### src/rtl/ring_ora_pkg.sv
package ring_ora_pkg;

  typedef enum logic [1:0] {
    OP_HOLD    = 2'd0,
    OP_CLEAR   = 2'd1,
    OP_SHIFT   = 2'd2,
    OP_COMPARE = 2'd3
  } ora_op_e;

  // Index of the next unit on the ring.
  function automatic int unsigned ring_next(input int unsigned idx, input int unsigned n);
    return (idx + 1 == n) ? 0 : idx + 1;
  endfunction

endpackage

### src/rtl/ring_ora_ctrl.sv
module ring_ora_ctrl
  import ring_ora_pkg::*;
(
  input  logic    clr,
  input  logic    shift_en,
  input  logic    cmp_en,
  output ora_op_e op
);

  // Priority: clear, then shift, then compare.
  always_comb begin
    if (clr)           op = OP_CLEAR;
    else if (shift_en) op = OP_SHIFT;
    else if (cmp_en)   op = OP_COMPARE;
    else               op = OP_HOLD;
  end

endmodule

### src/rtl/ring_ora_cell.sv
module ring_ora_cell
  import ring_ora_pkg::*;
#(
  parameter int unsigned UNIT_W = 1
) (
  input  logic              clk,
  input  logic              rst_n,
  input  ora_op_e           op,
  input  logic [UNIT_W-1:0] own_val,
  input  logic [UNIT_W-1:0] peer_val,
  input  logic              chain_in,
  output logic              flag_q
);

  logic mismatch;
  logic flag_d;

  assign mismatch = (own_val != peer_val);

  always_comb begin
    unique case (op)
      OP_CLEAR:   flag_d = 1'b0;
      OP_SHIFT:   flag_d = chain_in;
      OP_COMPARE: flag_d = flag_q | mismatch;
      default:    flag_d = flag_q;
    endcase
  end

  always_ff @(posedge clk or negedge rst_n) begin
    if (!rst_n) flag_q <= 1'b0;
    else        flag_q <= flag_d;
  end

endmodule

### src/rtl/ring_cmp_analyzer.sv
module ring_cmp_analyzer
  import ring_ora_pkg::*;
#(
  parameter int unsigned NUM_UNITS = 8,
  parameter int unsigned UNIT_W    = 1
) (
  input  logic                          clk,
  input  logic                          rst_n,
  input  logic                          clr,
  input  logic                          cmp_en,
  input  logic [NUM_UNITS*UNIT_W-1:0]   unit_out,
  input  logic                          shift_en,
  input  logic                          scan_in,
  output logic                          scan_out
);

  localparam int unsigned LAST = NUM_UNITS - 1;

  ora_op_e              op;
  logic [NUM_UNITS-1:0] flags;

  ring_ora_ctrl u_ctrl (
    .clr      (clr),
    .shift_en (shift_en),
    .cmp_en   (cmp_en),
    .op       (op)
  );

  for (genvar k = 0; k < NUM_UNITS; k++) begin : g_cell
    localparam int unsigned PEER = ring_next(k, NUM_UNITS);
    logic chain_src;

    if (k == LAST) begin : g_top
      assign chain_src = scan_in;
    end else begin : g_mid
      assign chain_src = flags[k+1];
    end

    ring_ora_cell #(.UNIT_W(UNIT_W)) u_cell (
      .clk      (clk),
      .rst_n    (rst_n),
      .op       (op),
      .own_val  (unit_out[k*UNIT_W +: UNIT_W]),
      .peer_val (unit_out[PEER*UNIT_W +: UNIT_W]),
      .chain_in (chain_src),
      .flag_q   (flags[k])
    );
  end

  assign scan_out = flags[0];

endmodule

### config.mk
export PLATFORM = sky130hd
export DESIGN_NAME = ring_cmp_analyzer
export DESIGN_NICKNAME = d
export VERILOG_FILES = /design/src/rtl/ring_ora_pkg.sv /design/src/rtl/ring_ora_ctrl.sv /design/src/rtl/ring_ora_cell.sv /design/src/rtl/ring_cmp_analyzer.sv
export SDC_FILE = /design/constraint.sdc
export NUM_CORES = 1
export LEC_CHECK = 0
export ABC_AREA = 1
export CAP_MARGIN = 30
export CORE_AREA = 2 2 39 41
export CTS_CLUSTER_DIAMETER = 100
export CTS_CLUSTER_SIZE = 30
export DETAILED_ROUTE_END_ITERATION = 12
export DIE_AREA = 0 0 41 43
export PLACE_DENSITY = 0.79
export RECOVER_POWER = 25
export SLEW_MARGIN = 0
export SYNTH_ARGS = -nofsm -noshare
export SYNTH_HDL_FRONTEND = slang
export SYNTH_SLANG_ARGS = --single-unit
### constraint.sdc
create_clock -name clk -period 2.1 [get_ports clk]
set_input_delay 0.42 -clock clk [delete_from_list [all_inputs] [get_ports clk]]
set_output_delay 0.42 -clock clk [all_outputs]
set_load 0.1 [all_outputs]
==> results.py, run 1 <==
metrics = {
    "outcome": {
        "status": "finished, final reports clean",
    },
    "worst_setup_path": {
        "slowest_delay_ns": 0.36,
        "critical_path_class": "reg -> out",
        "cp-end-kind": "output pin",
        "required_ns": 1.68,
        "crit_fanout": 3,
        "crit_path_start_kind": "flip-flop",
        "cpMaxStageDelayCell": "dfrtp_1",
        "worstPathCellList": "buf_4",
        "r2r-start": "g_cell[3].u_cell.flag_q",
        "startpoint": "g_cell[0].u_cell.flag_q",
        "cp.arrival_ns": 0.91,
        "crit_family": "flip-flops",
        "crit_buf_inv": 1,
    },
    "synthesis": {
        "synth_top_area_frac": 0.3596,
        "ys_ff_latch": 8,
        "synth_area_leader_cell": "dfrtp_1",
        "muxShareOfSynthArea": 0,
        "synth_most_common_cell": "nand2_1",
        "yosys.area_share.adder": 0,
        "ys_types": 9,
        "synth_edf_count": 0,
        "syn_avg_cell_area_um2": 7.048,
        "synth-xor-area-share": 0,
        "ys_seq_area_frac": 0.3596,
        "synth_compound_area_frac": 0,
        "syn_area_um2": 556.8,
        "synth_top_family_by_area": "simple AND/OR/NAND/NOR gates",
        "synth_ff_type": "dfrtp_1",
        "synth_fp_nets": 93,
        "async_reset_ff_frac": 1.000,
        "ys_warn_count": 0,
        "synth-simple-area-share": 0.5663,
        "postSynthCellCount": 79,
        "ys_top_cells_by_area": "dfrtp_1 (36%), nand2_1 (22%), nand3b_1 (11%), nand4_1 (9.0%), nand3_1 (7.2%)",
    },
    "routing": {
        "drtPass1Iterations": 4,
        "via_per_inst": 5.063,
        "vias": 567,
        "wire_per_inst_um": 10.95,
        "drt_iter0_drc": 14,
        "drc": 0,
        "wl_um": 1226,
        "ant_nets": 0,
    },
    "power_and_ir_drop": {
        "p_total_mw": 0.3944,
        "seqPwrFrac": 0.441,
        "p_leak_nw": 0.3734,
        "clock_power_share": 0.312,
        "p_int_mw": 0.2753,
        "power.share.combinational": 0.247,
        "p_sw_frac": 0.3021,
        "powerDensity_nw_per_um2": 535.2,
        "p_switching_mw": 0.1191,
        "peakVddDrop_uv": 276.2,
    },
    "cts": {
        "clock_latency_ns": 0.26,
        "clock_sinks": 8,
        "postCtsHoldBufs": 0,
        "cts.clk_slew.worst_paths_ns": 0.06,
        "cts_buffers": 3,
        "cts_resized": 0,
        "clock_path_buffers": 2,
        "cts_setup_buffers": 0,
        "cts-root-buf": "clkbuf_4",
        "cts_tree": "done",
        "htreeDepth": 1,
    },
    "global_route": {
        "grt_pass1_vias": 513,
        "grt_max_degree": 10,
        "grt_pass1_wl_um": 2187,
        "grt_overflow": 0,
        "global_route.usage.total": 0.1826,
        "antenna_found_initial": 0,
    },
    "timing": {
        "tns_ns": 0,
        "setup_viol": 0,
        "fin_worst_skew_ns": 0.002676,
        "finalHoldViolations": 0,
        "fmax_mhz": 749.1,
        "finalCritPeriodShare": 0.6356,
        "min_period_ns": 1.335,
        "slew_violations": 0,
        "rsz0062_at_grt": "false",
        "max_slew_margin": 0.7372,
        "worst_pin_slew_ns": 0.3930,
    },
    "final_layout": {
        "nNetsFinal": 112,
        "regMostFlops": "g_cell.u_cell.flag_q",
        "fillers": 141,
        "area_delta_synth_final_pct": 32.36,
        "drive_gt1_frac": 0.1146,
        "reg_top3": "g_cell.u_cell.flag_q (8)",
        "largest_register_ffs": 8,
        "diodes": 0,
    },
    "die": {
        "ios": 15,
        "start_util": 0.4024,
        "row_count": 14,
        "die_x_um": 41,
        "design.core.area_um2": 1384,
        "dieHeight_um": 43,
        "design.die.area_um2": 1763,
    },
    "place": {
        "portBuffers": 14,
        "routabilityCongestion": 0.8357,
        "dp.final_hpwl_um": 981.3,
    },
    "worst_hold_path": {
        "worstHoldPathType": "in -> async",
    },
    "flow_run": {
        "drv_cap": 0,
    },
}
[cell type report]
class,count,area (um^2),area share
clock buffers,3,22.52,0.03056
inverters,11,41.29,0.05603
flip-flops and latches,8,200.2,0.2716
multi-input cells,60,315.3,0.4278
repair buffers,14,137.6,0.1868
well taps,16,20.02,0.02716
[through the flow]
stage | std cells | hold slack (ns) | setup WS [ns] | util | area, um^2
3_3_place_gp | 109 | 0.4991 | 0.6269 | 0.5163 | 714.4
2_1_floorplan | 79 | 0.1244 | 0.7738 | - | 556.8
6_report | 112 | 0.5177 | 0.7652 | 0.5326 | 737.0
4_1_cts | 112 | 0.4684 | 0.7653 | 0.5326 | 737.0
5_1_grt | 112 | 0.5373 | 0.7373 | 0.5326 | 737.0
3_5_place_dp | 109 | 0.5073 | 0.6023 | 0.5163 | 714.4
[placed cells by master, fill, tap and decap left out, drive strengths merged]
cell | Yosys | layout
dfrtp | 8 | 8
nand2 | 34 | 34
nand3b | 8 | 8
nor2 | 2 | 2
clkdlybuf4s50 | 0 | 12
clkbuf | 0 | 3
inv | 11 | 11
dlygate4sd3 | 0 | 1
nand4 | 8 | 8
nand3 | 8 | 8
buf | 0 | 1
[power groups by stage]
stage                     clock network, mW  registers, mW  logic [mW]
after floorplan                           0          0.182      0.0459
after global placement                    0          0.176      0.0967
after detailed placement                  0          0.177      0.0982
after CTS                             0.122          0.174      0.0985
after global routing                  0.133          0.175       0.108
final                                 0.123          0.174      0.0974
[final timing paths]
path | to | slack, ns | cells past startpoint
worst max-delay path | scan_out | 0.77 | 1
worst min-delay path | g_cell[4].u_cell.flag_q | 0.52 | 1
max in group asynchronous | g_cell[3].u_cell.flag_q | 1.30 | 1
worst max register to register | g_cell[3].u_cell.flag_q | 1.29 | 3
min in group clk | g_cell[0].u_cell.flag_q | 0.52 | 2
worst min register to register | g_cell[0].u_cell.flag_q | 0.52 | 2
[routing by layer]
metal  part of all wire  GRT usage  up-vias
met2               0.48     0.2500       16
met4              0.021     0.1000        0
li1                   -          -      297
met5                  0          0        -
met3              0.048    0.03141        5
met1               0.45     0.2625      249
[kinds of logic after synthesis]
| group | after synthesis |
|---|---|
| simple gates | 60 |
| flops | 8 |
| buf+inv | 11 |
No activity file was read; power rests on OpenSTA's default activity.
==> inputs of run 2 (changes only) <==
==> constraint.sdc (replaced) <==
create_clock -name clk -period 1.25 [get_ports clk]
set_input_delay 0.25 -clock clk [delete_from_list [all_inputs] [get_ports clk]]
set_output_delay 0.25 -clock clk [all_outputs]
set_load 0.1 [all_outputs]
==> run 2 against run 1 <==
  * Sequential power increased by 70%
  * Largest power group unchanged
  * Via count increased by 4.2%
  * First-iteration DRC count decreased by 7.1%
  * Combinational power increased by 76%
==> results.py, run 2 (same netlist as run 1, synthesis figures left out) <==
metrics = {
    "power_and_ir_drop": {
        "p_switching_mw": 0.2040,
        "power.share.combinational": 0.250,
        "clock_power_share": 0.320,
        "p_leak_nw": 0.3761,
        "p_total_mw": 0.6845,
        "p_sw_frac": 0.2980,
        "powerDensity_nw_per_um2": 907.2,
        "p_int_mw": 0.4805,
        "peakVddDrop_uv": 523.4,
        "seqPwrFrac": 0.431,
    },
    "final_layout": {
        "mostFrequentLayoutCell": "nand2_1",
        "fillers": 141,
        "area_delta_synth_final_pct": 35.51,
        "multiInputGateArea_um2": 315.3,
        "drive_gt1_frac": 0.1237,
        "layout_common_cells": "nand2_1 (32), clkdlybuf4s50_1 (12)",
        "largest_register_ffs": 8,
        "final_area_um2": 754.5,
        "diodes": 0,
        "stdcell_count": 113,
        "utilization": 0.5452,
        "reg_top3": "g_cell.u_cell.flag_q (8)",
        "nNetsFinal": 112,
        "regMostFlops": "g_cell.u_cell.flag_q",
        "seq_area_um2": 201.4,
    },
    "cts": {
        "cts_buffers": 3,
        "postCtsHoldBufs": 0,
        "cts_tree": "done",
        "clock_path_buffers": 2,
        "clock_latency_ns": 0.27,
        "cts_resized": 0,
        "cts.clk_slew.worst_paths_ns": 0.06,
        "cts-root-buf": "clkbuf_4",
        "htreeDepth": 1,
        "clock_sinks": 8,
        "cts_setup_buffers": 0,
    },
    "timing": {
        "worst_pin_slew_ns": 0.3441,
        "worst_slack_ns": 0.1216,
        "setup_viol": 0,
        "max_slew_margin": 0.7699,
        "finalHoldViolations": 0,
        "rsz0062_at_grt": "false",
        "min_period_ns": 1.128,
        "whs_ns": 0.3190,
        "fin_worst_skew_ns": 0.01040,
        "fmax_mhz": 886.2,
        "finalCritPeriodShare": 0.9027,
        "tns_ns": 0,
        "slew_violations": 0,
    },
    "worst_setup_path": {
        "worstPathCellList": "buf_12",
        "critical_path_class": "reg -> out",
        "crit_family": "flip-flops",
        "cpMaxStageDelayCell": "dfrtp_2",
        "slowest_delay_ns": 0.44,
        "required_ns": 1.00,
        "cp-end-kind": "output pin",
        "crit_buf_inv": 1,
        "crit_fanout": 3,
        "cp.arrival_ns": 0.88,
        "crit_path_start_kind": "flip-flop",
    },
    "place": {
        "dpl_cell_area_um2": 728.2,
        "pre_cts_slack_ns": -0.08089,
        "routabilityCongestion": 0.8439,
        "dp.final_hpwl_um": 1076,
        "portBuffers": 14,
        "dp.cells": 109,
    },
    "global_route": {
        "antenna_found_initial": 0,
        "grt_max_degree": 10,
        "grt_pass1_vias": 529,
        "global_route.usage.total": 0.1753,
        "grt_pass1_wl_um": 2070,
        "grt_overflow": 0,
    },
    "routing": {
        "drt_iter0_drc": 13,
        "via_per_inst": 5.230,
        "wire_per_inst_um": 11.18,
        "drtPass1Iterations": 5,
        "ant_nets": 0,
        "wl_um": 1263,
        "drc": 0,
        "vias": 591,
    },
    "worst_hold_path": {
        "worstHoldPathType": "in -> async",
    },
    "die": {
        "ios": 15,
        "dieHeight_um": 43,
        "design.core.area_um2": 1384,
        "start_util": 0.4024,
        "row_count": 14,
        "design.die.area_um2": 1763,
        "die_x_um": 41,
    },
    "flow_run": {
        "drv_cap": 0,
    },
    "outcome": {
        "status": "finished, final reports clean",
    },
}
-- run 2: changes by cell type in the layout (fill, tap and decap cells not counted), sizes merged --
cell	delta
clkbuf	+1
-- run 2: layer usage --
layer  wire length, um  global-route usage  vias up
met5                 0                   0        -
met4                36             0.09333        0
met3                54             0.04188        5
met2               615              0.2656       18
met1               556              0.2196      269
li1                  -                   -      299
-- run 2: layout make-up --
cell class / count / area share
timing repair buffer: 14 / 0.1990
sequential: 8 / 0.2670
multi-input combinational: 60 / 0.4179
inverter: 11 / 0.05473
clock buffer: 4 / 0.03483
tap: 16 / 0.02653
-- run 2: power groups by stage --
stage	clock [mW]	combinational [mW]	sequential, mW
after floorplan	0	0.0771	0.307
after global placement	0	0.167	0.298
after detailed placement	0	0.172	0.299
after CTS	0.222	0.172	0.294
after global routing	0.233	0.188	0.296
final	0.219	0.171	0.295
-- run 2: worst paths after layout --
check,startpoint,endpoint,slack [ns],cells after the start
setup / recovery,g_cell[0].u_cell.flag_q,scan_out,0.12,1
hold / removal,rst_n,g_cell[5].u_cell.flag_q,0.32,1
setup reg to reg,g_cell[0].u_cell.flag_q,g_cell[0].u_cell.flag_q,0.38,3
hold reg to reg,g_cell[1].u_cell.flag_q,g_cell[1].u_cell.flag_q,0.52,2
max in group asynchronous,rst_n,g_cell[0].u_cell.flag_q,0.66,1
min in group clk,g_cell[1].u_cell.flag_q,g_cell[1].u_cell.flag_q,0.52,2
